--- src/rtl/dma_pkg.sv ---
package dma_pkg;
    localparam int ADDR_W    = 16;
    localparam int DATA_W    = 32;
    localparam int CNT_W     = 12;
    localparam int GAP_SHORT = 16;
    localparam int GAP_LONG  = 64;
    localparam int GAP_W     = $clog2(GAP_LONG);

    typedef enum logic [1:0] {
        MODE_BURST = 2'd0,
        MODE_STEAL = 2'd1,
        MODE_GAP16 = 2'd2,
        MODE_GAP64 = 2'd3
    } xfer_mode_e;

    typedef struct packed {
        logic [ADDR_W-1:0] src;
        logic [ADDR_W-1:0] dst;
        logic [CNT_W-1:0]  cnt;
        xfer_mode_e        mode;
        logic [1:0]        size;
        logic              src_inc;
        logic              dst_inc;
        logic              reload;
    } desc_t;

    typedef enum logic [1:0] {
        S_IDLE  = 2'd0,
        S_READ  = 2'd1,
        S_WRITE = 2'd2,
        S_GAP   = 2'd3
    } seq_state_e;
endpackage

--- src/rtl/dma_chan.sv ---
module dma_chan
    import dma_pkg::*;
(
    input  logic  clk,
    input  logic  rst_n,
    input  logic  cfg_we,
    input  desc_t cfg_desc,
    input  logic  cfg_en,
    input  logic  trig,
    input  logic  step,
    output desc_t cur,
    output logic  ready,
    output logic  done_pulse
);
    desc_t             shadow;
    logic              en_q;
    logic              active_q;
    logic [ADDR_W-1:0] stride;

    assign stride = ADDR_W'(1) << cur.size;
    assign ready  = en_q && active_q && (cur.cnt != '0);

    always_ff @(posedge clk) begin
        if (!rst_n) begin
            cur        <= '0;
            shadow     <= '0;
            en_q       <= 1'b0;
            active_q   <= 1'b0;
            done_pulse <= 1'b0;
        end else if (cfg_we) begin
            cur        <= cfg_desc;
            shadow     <= cfg_desc;
            en_q       <= cfg_en;
            active_q   <= 1'b0;
            done_pulse <= 1'b0;
        end else begin
            done_pulse <= 1'b0;
            if (en_q && trig) begin
                active_q <= 1'b1;
            end
            if (step) begin
                if (cur.cnt == CNT_W'(1)) begin
                    done_pulse <= 1'b1;
                    active_q   <= 1'b0;
                    if (cur.reload) begin
                        cur.src <= shadow.src;
                        cur.dst <= shadow.dst;
                        cur.cnt <= shadow.cnt;
                    end else begin
                        cur.cnt <= '0;
                        en_q    <= 1'b0;
                    end
                end else begin
                    cur.cnt <= cur.cnt - CNT_W'(1);
                    if (cur.src_inc) cur.src <= cur.src + stride;
                    if (cur.dst_inc) cur.dst <= cur.dst + stride;
                end
            end
        end
    end
endmodule

--- src/rtl/dma_prio_arb.sv ---
module dma_prio_arb #(
    parameter int N = 16,
    localparam int IW = (N > 1) ? $clog2(N) : 1
) (
    input  logic [N-1:0]  req,
    output logic          any,
    output logic [IW-1:0] idx
);
    always_comb begin
        any = 1'b0;
        idx = '0;
        for (int i = N - 1; i >= 0; i--) begin
            if (req[i]) begin
                any = 1'b1;
                idx = IW'(i);
            end
        end
    end
endmodule

--- src/rtl/dma_seq.sv ---
module dma_seq
    import dma_pkg::*;
#(
    parameter int NCH    = 16,
    parameter int EXT_CH = 0,
    localparam int CHW   = (NCH > 1) ? $clog2(NCH) : 1
) (
    input  logic              clk,
    input  logic              rst_n,
    input  logic              cfg_we,
    input  logic [CHW-1:0]    cfg_ch,
    input  logic [ADDR_W-1:0] cfg_src,
    input  logic [ADDR_W-1:0] cfg_dst,
    input  logic [CNT_W-1:0]  cfg_cnt,
    input  logic [1:0]        cfg_mode,
    input  logic [1:0]        cfg_size,
    input  logic              cfg_src_inc,
    input  logic              cfg_dst_inc,
    input  logic              cfg_reload,
    input  logic              cfg_en,
    input  logic [NCH-1:0]    periph_req,
    input  logic              ext_req,
    input  logic [NCH-1:0]    sw_req,
    output logic              mem_req,
    output logic              mem_we,
    output logic [ADDR_W-1:0] mem_addr,
    output logic [1:0]        mem_size,
    output logic [DATA_W-1:0] mem_wdata,
    input  logic [DATA_W-1:0] mem_rdata,
    input  logic              mem_ack,
    output logic [NCH-1:0]    done
);
    seq_state_e        state, nxt;
    logic [CHW-1:0]    cur_ch;
    logic [GAP_W-1:0]  gap_cnt;
    logic [DATA_W-1:0] data_q;

    desc_t             new_desc;
    desc_t             ch_desc [NCH];
    logic [NCH-1:0]    ch_ready;
    logic [NCH-1:0]    ch_step;
    logic              any_rdy;
    logic [CHW-1:0]    win_ch;
    desc_t             sel;

    logic unit_end;
    logic unit_last;
    logic burst_sel;
    logic steal_sel;
    logic in_gap;

    assign new_desc = '{src: cfg_src, dst: cfg_dst, cnt: cfg_cnt,
                        mode: xfer_mode_e'(cfg_mode), size: cfg_size,
                        src_inc: cfg_src_inc, dst_inc: cfg_dst_inc,
                        reload: cfg_reload};

    for (genvar i = 0; i < NCH; i++) begin : g_ch
        logic trig_i;
        if (i == EXT_CH) begin : g_ext
            assign trig_i = periph_req[i] | sw_req[i] | ext_req;
        end else begin : g_int
            assign trig_i = periph_req[i] | sw_req[i];
        end
        assign ch_step[i] = unit_end && (cur_ch == CHW'(i));

        dma_chan u_chan (
            .clk        (clk),
            .rst_n      (rst_n),
            .cfg_we     (cfg_we && (cfg_ch == CHW'(i))),
            .cfg_desc   (new_desc),
            .cfg_en     (cfg_en),
            .trig       (trig_i),
            .step       (ch_step[i]),
            .cur        (ch_desc[i]),
            .ready      (ch_ready[i]),
            .done_pulse (done[i])
        );
    end

    dma_prio_arb #(.N(NCH)) u_arb (
        .req (ch_ready),
        .any (any_rdy),
        .idx (win_ch)
    );

    assign sel       = ch_desc[cur_ch];
    assign unit_end  = (state == S_WRITE) && mem_ack;
    assign unit_last = (sel.cnt == CNT_W'(1));
    assign burst_sel = (sel.mode == MODE_BURST);
    assign steal_sel = (sel.mode == MODE_STEAL);
    assign in_gap    = (state == S_GAP);

    // State register
    always_ff @(posedge clk) begin
        if (!rst_n) begin
            state <= S_IDLE;
        end else begin
            state <= nxt;
        end
    end

    // Channel, gap timer and data holding registers
    always_ff @(posedge clk) begin
        if (!rst_n) begin
            cur_ch  <= '0;
            gap_cnt <= '0;
            data_q  <= '0;
        end else begin
            if (state == S_IDLE && any_rdy) begin
                cur_ch <= win_ch;
            end
            if (state == S_READ && mem_ack) begin
                data_q <= mem_rdata;
            end
            if (unit_end) begin
                gap_cnt <= (sel.mode == MODE_GAP64) ? GAP_W'(GAP_LONG - 2)
                                                    : GAP_W'(GAP_SHORT - 2);
            end else if (in_gap && gap_cnt != '0) begin
                gap_cnt <= gap_cnt - GAP_W'(1);
            end
        end
    end

    // Next-state logic
    always_comb begin
        nxt = state;
        unique case (state)
            S_IDLE:  if (any_rdy) nxt = S_READ;
            S_READ:  if (mem_ack) nxt = S_WRITE;
            S_WRITE: begin
                if (mem_ack) begin
                    if (unit_last) begin
                        nxt = S_IDLE;
                    end else begin
                        unique case (sel.mode)
                            MODE_BURST: nxt = S_READ;
                            MODE_STEAL: nxt = S_IDLE;
                            default:    nxt = S_GAP;
                        endcase
                    end
                end
            end
            S_GAP:   if (gap_cnt == '0) nxt = S_IDLE;
        endcase
    end

    // Outputs
    always_comb begin
        mem_req   = 1'b0;
        mem_we    = 1'b0;
        mem_addr  = sel.src;
        mem_size  = sel.size;
        mem_wdata = data_q;
        unique case (state)
            S_READ:  mem_req = 1'b1;
            S_WRITE: begin
                mem_req  = 1'b1;
                mem_we   = 1'b1;
                mem_addr = sel.dst;
            end
            S_IDLE, S_GAP: mem_req = 1'b0;
        endcase
    end
endmodule

--- config.mk ---
export PLATFORM = sky130hd
export DESIGN_NAME = dma_seq
export DESIGN_NICKNAME = d
export VERILOG_FILES = /design/src/rtl/dma_pkg.sv /design/src/rtl/dma_chan.sv /design/src/rtl/dma_prio_arb.sv /design/src/rtl/dma_seq.sv
export SDC_FILE = /design/constraint.sdc
export NUM_CORES = 2
export LEC_CHECK = 0
export BUFFER_PORTS_ARGS = -buffer_cell sky130_fd_sc_hd__buf_2
export CAP_MARGIN = 30
export CORE_UTILIZATION = 55
export CTS_CLUSTER_DIAMETER = 60
export DETAILED_ROUTE_END_ITERATION = 10
export PLACE_DENSITY_LB_ADDON = 0.12
export SYNTH_ARGS = -nofsm -noshare
export SYNTH_HDL_FRONTEND = slang
export SYNTH_SLANG_ARGS = --single-unit
--- constraint.sdc ---
create_clock -name clk -period 5 [get_ports clk]
set_input_delay 0.25 -clock clk [delete_from_list [all_inputs] [get_ports clk]]
set_output_delay 0.25 -clock clk [all_outputs]
set_load 0.02 [all_outputs]
# Word-level counts from Yosys, hierarchy flattened
# Index checks and enable logic that the tools add are counted.
# word_totals
latchBits,0
ramBits,0
out_inout_bits,68
memories,0
romBits,0
word_cells,959
input_bits,125
register_bits,1612
# op_classes
addsub,49
order_cmp,1
n_bitwise,35
eq_ne,88
n_reduce_logical,254
multipliers,0
muxes,288
shift,16
n_div,0
# op_table
operator,count
$mux W44,48
$mux W16,33
$add A16 B16 Y16,32
$mux W32,16
$shl A1 B2 Y16 const A,16
$bmux W51 S4,1
$eq A12 B1 Y1 const B,17
$mux W12,16
$reduce_bool A12 Y1,16
$sub A12 B1 Y12 const B,16
$mux W1,145
$reduce_and A3 Y1,48
$mux W51,2
$reduce_bool A3 Y1,32
$logic_and A1 B1 Y1,84
$reduce_bool A2 Y1,33
$eq A4 B4 Y1 const B,16
$mux W4,16
$ne A3 B1 Y1 const B,16
$reduce_or A3 Y1,16
$reduce_or A2 Y1,18
$ne A2 B1 Y1 const B,17
$eq A4 B3 Y1 const B,8
$mux W6,3
other kinds (19),66

# Depth between registers and ports, before layout
# depth
depth_word,20
depth_mapped,11
ltp_nobuf,11

# By module
# From an unflattened synthesis, not the netlist that was laid out.
# unflattened
hier_cells,11419
area_unflattened_um2,96821.6
# by_module_without_submodules
mod,area_each_um2,seq_area_each_um2,n_inst,cells_each
dma_chan at g_ch[0].u_chan ...,5641.7,1961.9,10,669
dma_chan at g_ch[7].u_chan ...,5534.1,1961.9,2,683
dma_seq,7482.2,880.8,1,650
dma_chan at g_ch[5].u_chan,5526.6,1961.9,1,692
dma_chan at g_ch[12].u_chan,5397.7,1961.9,1,659
dma_chan at g_ch[8].u_chan,5392.7,1961.9,1,671
dma_chan at g_ch[6].u_chan,5358.9,1961.9,1,658
dma_prio_arb,178.9,0.0,1,33

# Worst setup path before layout
# Ideal clock, no wire load.
# synth_timing
path_type,reg2out
startpoint,register cur_ch[1]
endpoint,output mem_addr[11]
t_arrival_ns,2.602
path_slack_ns,2.148
stages_incl_launch_ff,7
cell_sequence,dfxtp_1 buf_2 buf_2 buf_1 mux4_2 mux4_2 mux2_2
# synth_between
elab_chain_len,5
# synth_rtl
item,line_no,source
"start, declared",dma_seq.sv:34,logic [CHW-1:0] cur_ch;
"start signal, assigned",dma_seq.sv:110,cur_ch <= win_ch;
$not A4 Y5 (implied by the code),dma_seq.sv:86,assign sel = ch_desc[cur_ch];
$bmux W51 S4,dma_seq.sv:86,
$mux W51 (implied by the code) (2 in series),dma_seq.sv:86,
$mux W16,dma_seq.sv:154,unique case (state)
"end, declared",dma_seq.sv:26,"output logic [ADDR_W-1:0] mem_addr,"
# Every way passes these cells. The select of a mux whose other input is x is not followed.

# Worst setup path in the final report
# layout_timing
startpoint,register cur_ch[1]
endpoint,output mem_addr[6]
# Same word-level chain as after synthesis.

==> impl_metrics.json <==
{
  "async_flop_share_pct": 0,
  "leakage_uw": 0.0345,
  "synth_nets": 11528,
  "grt.total_usage_pct": 41.7,
  "crit_fanout": 59,
  "synth_top_area_share_pct": 37.2,
  "synthDistinctLibCells": 90,
  "area_delta_synth_final_pct": 11.1,
  "setup_viol": 0,
  "critPathTopFamily": "multiplexers",
  "cts_max_path_buffers": 3,
  "reg2reg_slack_ns": 1.44,
  "synth_edf_count": 0,
  "yosysSeqAreaShare_pct": 37.2,
  "ys_warn_count": 0,
  "tightest_slew_ns": 1.19,
  "wirelength_um": 344000,
  "via_count": 87373,
  "numCtsBuffers": 182,
  "worstPathCellList": "buf_12 > mux4_2 > mux4_2 > mux2_2 > buf_2",
  "netlist_area_mm2": 0.0868,
  "root_buffer": "clkbuf_16",
  "final_area_mm2": 0.0964,
  "power.density_mw_per_mm2": 309,
  "finalHoldViolCount": 0,
  "die_w_um": 399,
  "worst_path_largest_cell_delay_ns": 0.87,
  "ys_ff_latch": 1612,
  "required_ns": 4.75,
  "fmaxAchievable_mhz": 239,
  "period_needed_ns": 4.19,
  "start_util_pct": 55.5,
  "hpwl_um": 227000,
  "worstSetupStartpointType": "flop",
  "grt_setup_unrepaired": "false",
  "cp-endpoint": "mem_addr[6]",
  "portBuffers": 192,
  "firstDrtPassIters": 6,
  "critPathSlowestCell": "dfxtp_4",
  "relSlewSlack_pct": 20.7,
  "layout-drive-gt1-share_pct": 8.95,
  "skew_ns": 0.0337,
  "cap_violations": 0,
  "wl_per_cell_um": 26.1,
  "arrival_ns": 3.94,
  "cts_tree": "yes",
  "end_kind": "output pin",
  "path_class": "flop to output pin",
  "setup_tns_ns": 0,
  "core_mm2": 0.156,
  "avgSynthCellArea_um2": 7.75,
  "status": "completed",
  "critical_path.startpoint": "cur_ch[1]$_SDFFE_PN0P_",
  "io_pins": 193,
  "regToRegStartpoint": "state[0]$_SDFFE_PN0P_",
  "viasPerCell": 6.63,
  "cts.sink_count": 1612,
  "r2r_cells": 9,
  "postCtsSetupBuffers": 0,
  "crit_buf_inv": 2,
  "ir_worst_vdd_mv": 0.401,
  "slew_violations": 0,
  "path_depth": 5,
  "gp_congestion": 1.04,
  "synthFlopType": "dfxtp_1",
  "clk_latency_ns": 0.86,
  "post-route-period-util_pct": 83.8,
  "drc_errors": 0,
  "drtIter0Drc": 12869,
  "grt_max_degree": 209,
  "ys_top_cells_by_area": "dfxtp_1, nand2_1, a21oi_1, mux4_2, o21ai_0",
  "critical_path.most_common_cell": "mux4_2",
  "grt_pass1_wl_um": 501000,
  "cts.htree.levels": 4,
  "r2r_end": "g_ch[4].u_chan.cur[31]$_SDFFE_PN0P_",
  "grt_remaining_overflow": 0,
  "min_path_type": "primary input to flop",
  "dieArea_mm2": 0.159,
  "ant_nets": 0,
  "post_dp_cell_area_mm2": 0.0891,
  "die_h_um": 399,
  "fin_nets": 11282,
  "grt_pass1_vias": 77527,
  "p_total_uw": 29800,
  "clk_pin_slew_ns": 0.06,
  "placement_rows": 145,
  "synth_area_leader_cell": "dfxtp_1",
  "synthCells": 11204,
  "antenna_found_initial": 49
}
## synth_stat cells, drive strengths merged (32+ instances only)
master / count
a211oi: 90
a311oi: 32
and2: 42
a211o: 53
a21o: 76
nor3: 139
nor3b: 37
ha: 167
nand2: 2407
xor2: 119
nand3: 203
nor2: 549
a31oi: 425
buf: 143
dfxtp: 1612
or3: 75
xnor2: 268
nor4b: 45
nand2b: 34
nor2b: 94
clkbuf: 769
o21ai: 830
and4: 41
o21a: 63
inv: 239
nor4: 64
o211ai: 455
mux2i: 81
a21oi: 1469
mux4: 184
fa: 32
nand4: 78
## state kept, by name, indices dropped and copies added, names as in the netlist
name,cells
g_ch.u_chan.cur,816
g_ch.u_chan.shadow,704
mem_wdata,32
g_ch.u_chan.active_q,16
g_ch.u_chan.done_pulse,16
g_ch.u_chan.en_q,16
gap_cnt,6
cur_ch,4
state,2
## layout by cell type, fill, tap and decap left out, drive strengths merged, types with 41 or more instances in the layout
cell and count:
o21a 63, nor3 139, and2 42, ha 167, or3 75, mux2i 81
nor2b 94, clkbuf 258, a211oi 90, nor4 64, nor2 549, nand2 2407
dlygate4sd3 91, dfxtp 1612, mux4 184, and4 41, a21oi 1469, nor4b 45
nand3 203, inv 246, buf 392, nand4 78, xnor2 268, a211o 53
o21ai 830, o211ai 455, a21o 76, xor2 119, a31oi 425
## through the flow
stage / std cells / hold WS (ns) / worst slack [ns] / utilization, %
3_3_place_gp: 12696 / 0.438 / 1.33 / 56.5
2_1_floorplan: 11204 / 0.386 / 2.15 / -
4_1_cts: 13148 / 0.0101 / 0.850 / 61.5
5_1_grt: 13159 / 0.0570 / 0.832 / 61.6
3_5_place_dp: 12733 / 0.444 / 1.54 / 57.0
6_report: 13172 / 0.0523 / 0.811 / 61.7
## worst reg2reg max path: stages, from the launching register on
cell     delay [ns]
dfxtp_1        0.34
inv_1          0.13
ha_1           0.18
nand2_1        0.21
or3_1          0.52
nor2_1         0.90
a21o_1         0.78
o21ai_0        0.20
nand2_1        0.12
a21oi_1        0.06
## cell type report
| type | count | area [um^2] |
|---|---|---|
| Inverter | 239 | 905 |
| Timing Repair Buffer | 484 | 4080 |
| Multi-Input combinational cell | 8439 | 50300 |
| Fill cell | 13693 | 60000 |
| Antenna cell | 13 | 32.5 |
| Clock inverter | 70 | 986 |
| Sequential cell | 1612 | 32300 |
| Tap cell | 2058 | 2570 |
| Clock buffer | 257 | 5260 |
## timing repair
item / in CTS / in global routing
resized for setup: 0 / 0
endpoints found under the hold margin: 333 / 30
hold buffers: 88 / 3
## how the worst min path moves through the flow
stage | start | end | slack, ns | cells after the start
2_1_floorplan | mem_rdata[29] | mem_wdata[29]$_SDFFE_PN0P_ | 0.39 | 2
3_3_place_gp | mem_wdata[23]$_SDFFE_PN0P_ | mem_wdata[23]$_SDFFE_PN0P_ | 0.44 | 2
3_5_place_dp | g_ch[13].u_chan.shadow[37]$_SDFFE_PN0P_ | g_ch[13].u_chan.shadow[37]$_SDFFE_PN0P_ | 0.44 | 2
4_1_cts | periph_req[12] | g_ch[12].u_chan.active_q$_SDFF_PP0_ | 0.01 | 3
5_1_grt | cfg_dst[3] | g_ch[10].u_chan.shadow[22]$_SDFFE_PN0P_ | 0.06 | 3
6_report | cfg_cnt[5] | g_ch[8].u_chan.shadow[12]$_SDFFE_PN0P_ | 0.05 | 4
## report_power, final
group	internal, uW	switching (uW)	total (uW)
sequential	13100	250	13300
clock	8270	5840	14100
combinational	699	1660	2360
## cell families after synthesis
kind of cell,count (synthesis),synth area share [%]
adders and majority gates,199,3.15
buffers and inverters,1153,5.18
muxes,283,5.94
AOI/OAI and AO/OA,3707,25.3
DFF,1612,37.2
xor gates and xnor gates,387,3.91
and+or+nand+nor,3863,19.3
## metal layers
layer | up-vias | wire, um | GRT usage (%)
met5 | - | 162 | 0
met2 | 5317 | 141000 | 58.7
met1 | 41679 | 134000 | 56.8
met4 | 28 | 20200 | 22.9
met3 | 885 | 48400 | 12.4
li1 | 39464 | - | -
Power figures use the tool's default switching activity.
